$ cat src/rtl/bec_pkg.sv
// Package: shared register select encoding and sizes for the bus error
// capture unit. Assumes a 3-bit register select port.
package bec_pkg;
    typedef enum logic [2:0] {
        SEL_CAUSE   = 3'd0,
        SEL_MASK    = 3'd1,
        SEL_ADDR_LO = 3'd2,
        SEL_ADDR_HI = 3'd3,
        SEL_DATA_LO = 3'd4,
        SEL_DATA_HI = 3'd5,
        SEL_ATTR    = 3'd6,
        SEL_NONE    = 3'd7
    } bec_sel_e;

    // Number of words frozen on the first error.
    localparam int CAPT_WORDS = 5;
endpackage

$ cat src/rtl/bec_cause_reg.sv
// Module: sticky cause register. Error pulses set bits; a software write
// clears the bits written as zero. Assumes set_i is valid each cycle and
// clr_wr_i is a single-cycle strobe. Setting wins over clearing per bit.
module bec_cause_reg #(
    parameter int CAUSE_W = 32
) (
    input  logic               clk,
    input  logic               rst_n,
    input  logic [CAUSE_W-1:0] set_i,
    input  logic               clr_wr_i,
    input  logic [CAUSE_W-1:0] clr_val_i,
    output logic [CAUSE_W-1:0] cause_o
);
    logic [CAUSE_W-1:0] kept;

    // Bits surviving a possible write-zero-to-clear.
    always_comb begin
        kept = clr_wr_i ? (cause_o & clr_val_i) : cause_o;
    end

    // Cause state: survivors plus new errors.
    always_ff @(posedge clk) begin
        if (!rst_n) begin
            cause_o <= '0;
        end else begin
            cause_o <= kept | set_i;
        end
    end

    AST_PULSE_SETS: assert property (@(posedge clk) disable iff (!rst_n)
        (set_i != '0) |=> ((cause_o & $past(set_i)) == $past(set_i)));
    AST_STICKY: assert property (@(posedge clk) disable iff (!rst_n)
        (!clr_wr_i) |=> ((cause_o & $past(cause_o)) == $past(cause_o)));
    AST_ZERO_CLEARS: assert property (@(posedge clk) disable iff (!rst_n)
        clr_wr_i |=> ((cause_o & ~$past(clr_val_i) & ~$past(set_i)) == '0));
    AST_SET_BEATS_CLEAR: assert property (@(posedge clk) disable iff (!rst_n)
        (clr_wr_i && (set_i != '0)) |=> ((cause_o & $past(set_i)) != '0));
endmodule

$ cat src/rtl/bec_capture_bank.sv
// Module: bank of capture words that load together on load_i and otherwise
// hold. Assumes words_i is valid in the cycle load_i is high.
module bec_capture_bank #(
    parameter int WORD_W    = 32,
    parameter int NUM_WORDS = 5
) (
    input  logic                               clk,
    input  logic                               rst_n,
    input  logic                               load_i,
    input  logic [NUM_WORDS-1:0][WORD_W-1:0]   words_i,
    output logic [NUM_WORDS-1:0][WORD_W-1:0]   words_o
);
    genvar g;
    generate
        for (g = 0; g < NUM_WORDS; g++) begin : g_word
            // One capture word: load on request, else hold.
            always_ff @(posedge clk) begin
                if (!rst_n) begin
                    words_o[g] <= '0;
                end else if (load_i) begin
                    words_o[g] <= words_i[g];
                end
            end
        end
    endgenerate

    AST_LOAD_TAKES: assert property (@(posedge clk) disable iff (!rst_n)
        load_i |=> (words_o == $past(words_i)));
    AST_HOLD: assert property (@(posedge clk) disable iff (!rst_n)
        (!load_i) |=> $stable(words_o));
endmodule

$ cat src/rtl/bec_irq_gen.sv
// Module: registered interrupt request from enabled cause bits. Assumes
// cause_i and mask_i are register outputs in the same clock domain.
module bec_irq_gen #(
    parameter int CAUSE_W = 32
) (
    input  logic               clk,
    input  logic               rst_n,
    input  logic [CAUSE_W-1:0] cause_i,
    input  logic [CAUSE_W-1:0] mask_i,
    output logic               irq_o
);
    logic pending;

    // Any enabled cause pending.
    always_comb begin
        pending = |(cause_i & mask_i);
    end

    // Register the request for a clean output.
    always_ff @(posedge clk) begin
        if (!rst_n) begin
            irq_o <= 1'b0;
        end else begin
            irq_o <= pending;
        end
    end

    AST_IRQ_FOLLOWS: assert property (@(posedge clk) disable iff (!rst_n)
        $rose(irq_o) |-> ($past(cause_i & mask_i) != '0));
    AST_IRQ_DROPS: assert property (@(posedge clk) disable iff (!rst_n)
        ((cause_i & mask_i) == '0) |=> !irq_o);
endmodule

$ cat src/rtl/bus_err_capture.sv
// Module: top of the bus error capture unit. Holds the mask register, routes
// error pulses into the sticky cause register, freezes the transaction
// details of the first error and drives a registered interrupt. Assumes the
// error detectors present address, data and attribute alongside err_pulse,
// and that CAUSE_W <= WORD_W.
module bus_err_capture
    import bec_pkg::*;
#(
    parameter int WORD_W  = 32,
    parameter int CAUSE_W = 32
) (
    input  logic                clk,
    input  logic                rst_n,
    input  logic [CAUSE_W-1:0]  err_pulse,
    input  logic [2*WORD_W-1:0] err_addr,
    input  logic [2*WORD_W-1:0] err_data,
    input  logic [WORD_W-1:0]   err_attr,
    input  logic                reg_wr,
    input  logic [2:0]          reg_sel,
    input  logic [WORD_W-1:0]   reg_wdata,
    output logic [WORD_W-1:0]   reg_rdata,
    output logic                irq
);
    localparam int NW = CAPT_WORDS;

    generate
        if (CAUSE_W > WORD_W) begin : g_bad_width
            $error("CAUSE_W must not exceed WORD_W");
        end
    endgenerate

    logic [CAUSE_W-1:0]          cause_q;
    logic [CAUSE_W-1:0]          mask_q;
    logic                        cause_wr;
    logic                        mask_wr;
    logic                        capt_load;
    logic [NW-1:0][WORD_W-1:0]   capt_in;
    logic [NW-1:0][WORD_W-1:0]   capt_q;
    bec_sel_e                    sel;

    // Decode the register port.
    always_comb begin
        sel      = bec_sel_e'(reg_sel);
        cause_wr = reg_wr && (sel == SEL_CAUSE);
        mask_wr  = reg_wr && (sel == SEL_MASK);
    end

    // Capture loads only when nothing is pending yet.
    always_comb begin
        capt_load  = (err_pulse != '0) && (cause_q == '0);
        capt_in[0] = err_addr[WORD_W-1:0];
        capt_in[1] = err_addr[2*WORD_W-1:WORD_W];
        capt_in[2] = err_data[WORD_W-1:0];
        capt_in[3] = err_data[2*WORD_W-1:WORD_W];
        capt_in[4] = err_attr;
    end

    // Interrupt enable mask.
    always_ff @(posedge clk) begin
        if (!rst_n) begin
            mask_q <= '0;
        end else if (mask_wr) begin
            mask_q <= reg_wdata[CAUSE_W-1:0];
        end
    end

    bec_cause_reg #(.CAUSE_W(CAUSE_W)) u_cause (
        .clk       (clk),
        .rst_n     (rst_n),
        .set_i     (err_pulse),
        .clr_wr_i  (cause_wr),
        .clr_val_i (reg_wdata[CAUSE_W-1:0]),
        .cause_o   (cause_q)
    );

    bec_capture_bank #(.WORD_W(WORD_W), .NUM_WORDS(NW)) u_capt (
        .clk     (clk),
        .rst_n   (rst_n),
        .load_i  (capt_load),
        .words_i (capt_in),
        .words_o (capt_q)
    );

    bec_irq_gen #(.CAUSE_W(CAUSE_W)) u_irq (
        .clk     (clk),
        .rst_n   (rst_n),
        .cause_i (cause_q),
        .mask_i  (mask_q),
        .irq_o   (irq)
    );

    // Read multiplexer.
    always_comb begin
        case (sel)
            SEL_CAUSE:   reg_rdata = WORD_W'(cause_q);
            SEL_MASK:    reg_rdata = WORD_W'(mask_q);
            SEL_ADDR_LO: reg_rdata = capt_q[0];
            SEL_ADDR_HI: reg_rdata = capt_q[1];
            SEL_DATA_LO: reg_rdata = capt_q[2];
            SEL_DATA_HI: reg_rdata = capt_q[3];
            SEL_ATTR:    reg_rdata = capt_q[4];
            default:     reg_rdata = '0;
        endcase
    end

    AST_FROZEN: assert property (@(posedge clk) disable iff (!rst_n)
        (cause_q != '0) |=> $stable(capt_q));
    AST_RELOAD: assert property (@(posedge clk) disable iff (!rst_n)
        ((cause_q == '0) && (err_pulse != '0)) |=> (capt_q[0] == $past(err_addr[WORD_W-1:0])));
    AST_MASK_LOAD: assert property (@(posedge clk) disable iff (!rst_n)
        mask_wr |=> (mask_q == $past(reg_wdata[CAUSE_W-1:0])));
    AST_MASK_HOLD: assert property (@(posedge clk) disable iff (!rst_n)
        (!mask_wr) |=> $stable(mask_q));
    AST_UNUSED_ZERO: assert property (@(posedge clk) disable iff (!rst_n)
        (reg_sel == 3'd7) |-> (reg_rdata == '0));
endmodule

$ cat config.mk
export PLATFORM = sky130hd
export DESIGN_NAME = bus_err_capture
export DESIGN_NICKNAME = d
export VERILOG_FILES = /design/src/rtl/bec_pkg.sv /design/src/rtl/bec_cause_reg.sv /design/src/rtl/bec_capture_bank.sv /design/src/rtl/bec_irq_gen.sv /design/src/rtl/bus_err_capture.sv
export SDC_FILE = /design/constraint.sdc
export NUM_CORES = 1
export LEC_CHECK = 0
export CORE_ASPECT_RATIO = 0.5
export CORE_UTILIZATION = 48
export CTS_BUF_LIST = sky130_fd_sc_hd__clkbuf_4 sky130_fd_sc_hd__clkbuf_8
export CTS_CLUSTER_DIAMETER = 100
export DETAILED_ROUTE_END_ITERATION = 8
export MAX_ROUTING_LAYER = met4
export PLACE_DENSITY = 0.83
export SYNTH_ARGS = -nofsm -noshare
export SYNTH_HDL_FRONTEND = slang
export SYNTH_SLANG_ARGS = --single-unit
$ cat constraint.sdc
create_clock -name clk -period 4.52 [get_ports clk]
set_input_delay 0.904 -clock clk [delete_from_list [all_inputs] [get_ports clk]]
set_output_delay 0.904 -clock clk [all_outputs]
set_load 0.05 [all_outputs]
==> results.py, run 1 <==
metrics = {
    "outcome": {
        "outcome": "finished clean",
    },
    "die": {
        "die_area_mm2": 0.0230,
        "core_area_mm2": 0.0218,
        "die_h_um": 108,
        "rows": 38,
        "io-pin-count": 263,
        "start_util_pct": 49.2,
        "chipWidth_um": 214,
    },
    "logic_synthesis": {
        "mappedNetlistArea_mm2": 0.0107,
        "synth_cell_types": 40,
        "post_synth_inst_count": 1212,
        "ys_top_cells_by_area": "dfxtp_1, mux2i_1, nand2_1, o21a_1, mux2_2",
        "ys_ff_latch": 225,
        "synth.net_count": 1442,
        "ys.warnings.count": 0,
        "synth_area_per_cell_um2": 8.87,
        "yosysSeqAreaShare_pct": 41.9,
        "synth_top_area_share_pct": 41.9,
        "yosysTopAreaCell": "dfxtp_1",
    },
    "final_layout": {
        "nets": 1665,
        "syn2layout_area_growth_pct": 34.4,
        "final_layout_size_suffix_gt1_share_pct": 11.3,
        "final_common_cell": "nand2_1",
        "fillCellCount": 1746,
        "final_cell_mix": "nand2_1, clkdlybuf4s50_1, dfxtp_1, mux2i_1, o21a_1",
    },
    "clock_network": {
        "numCtsBuffers": 34,
        "cts_root_buffer": "clkbuf_8",
        "cts_setup_buffers": 0,
        "cts_htree_levels": 2,
        "clk_pin_slew_ns": 0.06,
        "cts_tree": "yes",
        "clock_sinks": 225,
        "cts_buffer_depth": 3,
        "cts_resized": 0,
        "cts-hold-fix-buffers": 0,
        "clock_latency_ns": 0.53,
    },
    "global_route": {
        "grt_first_pass_wirelength_um": 55400,
        "grt_max_degree": 153,
        "grt_remaining_overflow": 0,
        "grt_pass1_vias": 9559,
        "antenna_found_initial": 1,
        "grt.total_usage_pct": 32.9,
    },
    "setup_path": {
        "cp.depth": 6,
        "rr_worst_depth": 6,
        "rr_startpoint": "u_cause.cause_o[5]$_SDFF_PN0_",
        "cpLargestDelayFamily": "buffers and inverters",
        "critical_path_buf_inv_count": 3,
        "worstPathArrival_ns": 3.12,
        "required_ns": 3.62,
        "rrSetupSlack_ns": 2.43,
        "cpMaxStageDelayCell": "nor3_1",
        "crit_fanout": 18,
        "reg2reg_to": "u_capt.words_o[97]$_SDFFE_PN0P_",
        "slowest_delay_ns": 0.84,
        "startpoint": "reg_sel[2]",
        "critPathKind": "primary input to output port",
        "crit_chain": "buf_2 > inv_1 > nor3_1 > a222oi_1 > o21ai_0 > buf_12",
        "worstSetupStartpointType": "primary input",
        "crit_path_end_kind": "output port",
    },
    "hold_path": {
        "hold_path_depth": 2,
        "holdCritStartpoint": "u_capt.words_o[79]$_SDFFE_PN0P_",
        "hp-class": "flip-flop to flip-flop",
        "min_to": "u_capt.words_o[79]$_SDFFE_PN0P_",
    },
    "place": {
        "io_buffers": 262,
        "dp_hpwl_um": 27600,
        "globalplace.congestion": 0.935,
        "dp_slack_ns": 0.634,
    },
    "detailed_routing": {
        "wire_per_inst_um": 21.0,
        "drt_iter0_markers": 1066,
        "dr_total_vias": 9924,
        "drc_errors": 0,
        "firstDrtPassIters": 8,
        "routed_via_density": 5.64,
        "antenna_left": 0,
        "wl_um": 37000,
    },
    "timing": {
        "setup_tns_ns": 0,
        "hold_viol": 0,
        "finalMaxSlewViolations": 0,
        "fin_crit_ns": 4.02,
        "tightest_slew_ns": 1.18,
        "max_freq_ghz": 0.249,
        "period_share_pct": 88.9,
        "fin_skew_ns": 0.0235,
        "rsz0062_at_grt": "false",
        "slew_headroom_pct": 21.3,
        "setup_viol": 0,
        "layout_setup_ws_ns": 0.501,
    },
    "pwr": {
        "ir_drop_uv": 176,
        "cellPowerDensity_mw_per_mm2": 311,
        "p_leak_uw": 0.00646,
    },
    "job": {
        "cap_violations": 0,
    },
}
[per-layer routing]
| metal | global-route usage, % | share of wire (%) | wire [µm] | vias up |
|---|---|---|---|---|
| li1 | - | - | - | 4638 |
| met1 | 47.6 | 46 | 17200 | 4783 |
| met2 | 48.1 | 43 | 16000 | 437 |
| met3 | 5.05 | 8.6 | 3190 | 66 |
| met4 | 6.99 | 1.9 | 700 | 0 |
| met5 | - | 0 | 0 | - |
[cell usage after synthesis, drive strengths merged]
cell    count
clkbuf     60
nor4       16
a21boi     32
o21a       64
nor2       16
and2        4
nand3       5
or2         5
a31oi       1
a32oi       4
a22oi      39
buf        37
inv         2
a221o       1
o211ai      1
and4        2
dfxtp     225
a21oi      11
nor3        2
a21o        2
o21ai      17
o41a        1
a211o       5
a222oi      4
nor2b       7
nand2     403
nand4       6
mux2i     183
o221ai      1
a221oi      6
mux4       11
o22ai       5
mux2       29
a22o        5
[worst max path at each step]
stage,endpoint
5_1_grt,reg_rdata[9]
6_report,reg_rdata[9]
4_1_cts,reg_rdata[9]
3_3_place_gp,reg_rdata[14]
2_1_floorplan,reg_rdata[13]
3_5_place_dp,reg_rdata[14]
[area by class of cell]
type / instances / area (µm²) / share of cell area [%]
clock buffers: 56 / 721 / 4.99
clock inverters: 4 / 45.0 / 0.312
well taps: 300 / 375 / 2.60
inverters: 2 / 7.51 / 0.0520
repair buffers: 284 / 3050 / 21.1
flip-flops and latches: 225 / 4500 / 31.2
diodes: 2 / 5.00 / 0.0347
multi-input cells: 888 / 5740 / 39.7
[flip-flops by register name (all words and copies together) (netlist names)]
signal / cells
u_cause.cause_o: 32
u_irq.irq_o: 1
u_capt.words_o: 160
mask_q: 32
[where the power goes]
part	switching (µW)	total [µW]	internal, µW
Sequential	45.9	2060	2010
Clock	817	1880	1060
Combinational	255	552	297
Total	1120	4490	3370
[metrics by stage]
| stage | area [µm²] | hold WS (ns) | total power, µW | util [%] | cells |
|---|---|---|---|---|---|
| 2_1_floorplan | 10700 | 0.435 | 2310 | - | 1212 |
| 3_3_place_gp | 13700 | 0.442 | 2640 | 62.6 | 1699 |
| 3_5_place_dp | 13700 | 0.451 | 2640 | 62.6 | 1699 |
| 4_1_cts | 14400 | 0.464 | 4500 | 66.2 | 1759 |
| 5_1_grt | 14400 | 0.480 | 4630 | 66.2 | 1760 |
| 6_report | 14400 | 0.460 | 4490 | 66.2 | 1761 |
[worst reg2reg max path, cell delays in order (launching register included)]
cell      delay (ns)
dfxtp_1         0.54
nor4_1          0.09
and4_1          0.22
o211ai_1        0.08
buf_4           0.33
buf_4           0.48
mux2i_1         0.27
[logic make-up after synthesis]
| kind of cell | count (synthesis) | synth area share, % |
|---|---|---|
| AO/OA/AOI/OAI | 199 | 13.6 |
| buffers and inverters | 99 | 4.73 |
| flip-flops | 225 | 41.9 |
| AND/OR/NAND/NOR | 466 | 17.4 |
| multiplexers | 223 | 22.4 |
Note: power is estimated with default switching activity, not from simulation.
==> inputs of run 2 (changes only) <==
--- a/config.mk
+++ b/config.mk
@@ -5,7 +5,8 @@
 export SDC_FILE = /design/constraint.sdc
 export NUM_CORES = 1
 export LEC_CHECK = 0
-export CORE_ASPECT_RATIO = 0.5
+export CORE_ASPECT_RATIO = 2
+export CORE_MARGIN = 4
 export CORE_UTILIZATION = 48
 export CTS_BUF_LIST = sky130_fd_sc_hd__clkbuf_4 sky130_fd_sc_hd__clkbuf_8
 export CTS_CLUSTER_DIAMETER = 100
==> run 2 against run 1 <==
Net effect: first-iteration DRC count decreased by 21%; critical path type unchanged; sequential share of layout area up 0.10 points; worst hold slack lost 0.0020 ns; final area down 0.32%; highest routed layer unchanged.
==> results.py, run 2 (synthesis results as in run 1) <==
metrics = {
    "outcome": {
        "outcome": "finished clean",
    },
    "timing": {
        "period_share_pct": 86.1,
        "setup_tns_ns": 0,
        "finalMaxSlewViolations": 0,
        "setup_viol": 0,
        "tightest_slew_ns": 1.18,
        "max_freq_ghz": 0.257,
        "rsz0062_at_grt": "false",
        "hold_viol": 0,
        "slew_headroom_pct": 21.3,
        "fin_crit_ns": 3.89,
        "fin_skew_ns": 0.0336,
    },
    "detailed_routing": {
        "firstDrtPassIters": 6,
        "dr_total_vias": 9886,
        "routed_via_density": 5.65,
        "drt_iter0_markers": 842,
        "wl_um": 36100,
        "wire_per_inst_um": 20.7,
        "drc_errors": 0,
        "antenna_left": 0,
    },
    "final_layout": {
        "syn2layout_area_growth_pct": 34.0,
        "fillCellCount": 1808,
        "final_cell_mix": "nand2_1, clkdlybuf4s50_1, dfxtp_1, mux2i_1, o21a_1",
        "final_common_cell": "nand2_1",
        "final_layout_size_suffix_gt1_share_pct": 11.4,
        "reg.largest.list": "u_capt.words_o (160), mask_q (32), u_cause.cause_o (32)",
        "final_util_pct": 65.2,
        "nets": 1667,
        "largest_register_ffs": 160,
        "regMostFlops": "u_capt.words_o",
    },
    "setup_path": {
        "critPathKind": "primary input to output port",
        "crit_path_end_kind": "output port",
        "worstSetupStartpointType": "primary input",
        "required_ns": 3.62,
        "crit_fanout": 23,
        "worstPathArrival_ns": 2.99,
    },
    "clock_network": {
        "numCtsBuffers": 34,
        "clock_latency_ns": 0.53,
        "cts-hold-fix-buffers": 0,
        "cts_root_buffer": "clkbuf_8",
        "cts_buffer_depth": 3,
        "clock_sinks": 225,
        "cts_setup_buffers": 0,
        "cts_resized": 0,
        "cts_tree": "yes",
        "clk_pin_slew_ns": 0.06,
        "cts_htree_levels": 2,
    },
    "pwr": {
        "ir_drop_uv": 261,
        "cellPowerDensity_mw_per_mm2": 302,
        "p_leak_uw": 0.00645,
    },
    "place": {
        "dp_hpwl_um": 27100,
        "globalplace.congestion": 0.918,
        "io_buffers": 262,
    },
    "die": {
        "die_area_mm2": 0.0250,
        "chipWidth_um": 114,
        "start_util_pct": 48.7,
        "core_area_mm2": 0.0221,
        "die_h_um": 220,
        "io-pin-count": 263,
        "rows": 77,
    },
    "global_route": {
        "grt_max_degree": 146,
        "grt_pass1_vias": 9925,
        "grt_remaining_overflow": 0,
        "grt_first_pass_wirelength_um": 53500,
        "grt.total_usage_pct": 28.4,
        "antenna_found_initial": 12,
    },
    "hold_path": {
        "hp-class": "flip-flop to flip-flop",
    },
    "job": {
        "cap_violations": 0,
    },
}
-- run 2: cell types whose count changed in the layout (fill, tap and decap cells not counted), sizes merged --
| cell | previous run | this run |
|---|---|---|
| diode | 2 | 12 |
| inv | 2 | 3 |
| buf | 58 | 60 |
| clkinvlp | 0 | 2 |
| clkbuf | 56 | 50 |
| clkinv | 3 | 6 |
-- run 2: final cells by class --
type / instances / area [µm²] / area share, %
repair buffers: 286 / 3080 / 21.4
clock inverters: 10 / 83.8 / 0.582
clock buffers: 50 / 613 / 4.26
flip-flops and latches: 225 / 4500 / 31.3
diodes: 12 / 30.0 / 0.209
well taps: 276 / 345 / 2.40
multi-input cells: 888 / 5740 / 39.8
inverters: 2 / 7.51 / 0.0522
-- run 2: path summary, 6_finish.rpt --
path                                   start                          endpoint  slack (ns)  depth (start not counted)
min          u_capt.words_o[36]$_SDFFE_PN0P_   u_capt.words_o[36]$_SDFFE_PN0P_        0.46                          2
min reg2reg  u_capt.words_o[36]$_SDFFE_PN0P_   u_capt.words_o[36]$_SDFFE_PN0P_        0.46                          2
max                               reg_sel[0]                      reg_rdata[3]        0.63                          8
max reg2reg    u_cause.cause_o[8]$_SDFF_PN0_  u_capt.words_o[104]$_SDFFE_PN0P_        2.46                          6
-- run 2: metrics by stage --
step	std cells	total power, µW	setup slack (ns)	hold slack [ns]	cell area [µm²]
final	1749	4350	0.629	0.458	14400
after global routing	1749	4490	0.546	0.478	14400
after CTS	1737	4360	0.660	0.460	14400
after detailed placement	1677	2640	0.663	0.450	13700
after global placement	1677	2630	0.787	0.441	13700
after floorplan	1212	2310	0.812	0.435	10700
-- run 2: where the power goes --
group / internal [µW] / switching (µW)
clock: 935 / 816
combinational: 298 / 248
sequential: 2010 / 45.4
-- run 2: layer usage --
metal	up-vias	global-route usage, %	wire [µm]
li1	4653	-	-
met1	4610	30.4	12800
met2	467	47.3	18100
met3	156	3.74	2320
met4	0	21.2	2890
met5	-	-	0
-- run 2: worst max-delay path, stage by stage --
cell	delay (ns)
buf_2	0.49
buf_4	0.35
nor2b_1	0.16
buf_4	0.21
a22o_1	0.19
a222oi_1	0.23
o21ai_0	0.24
buf_12	0.21
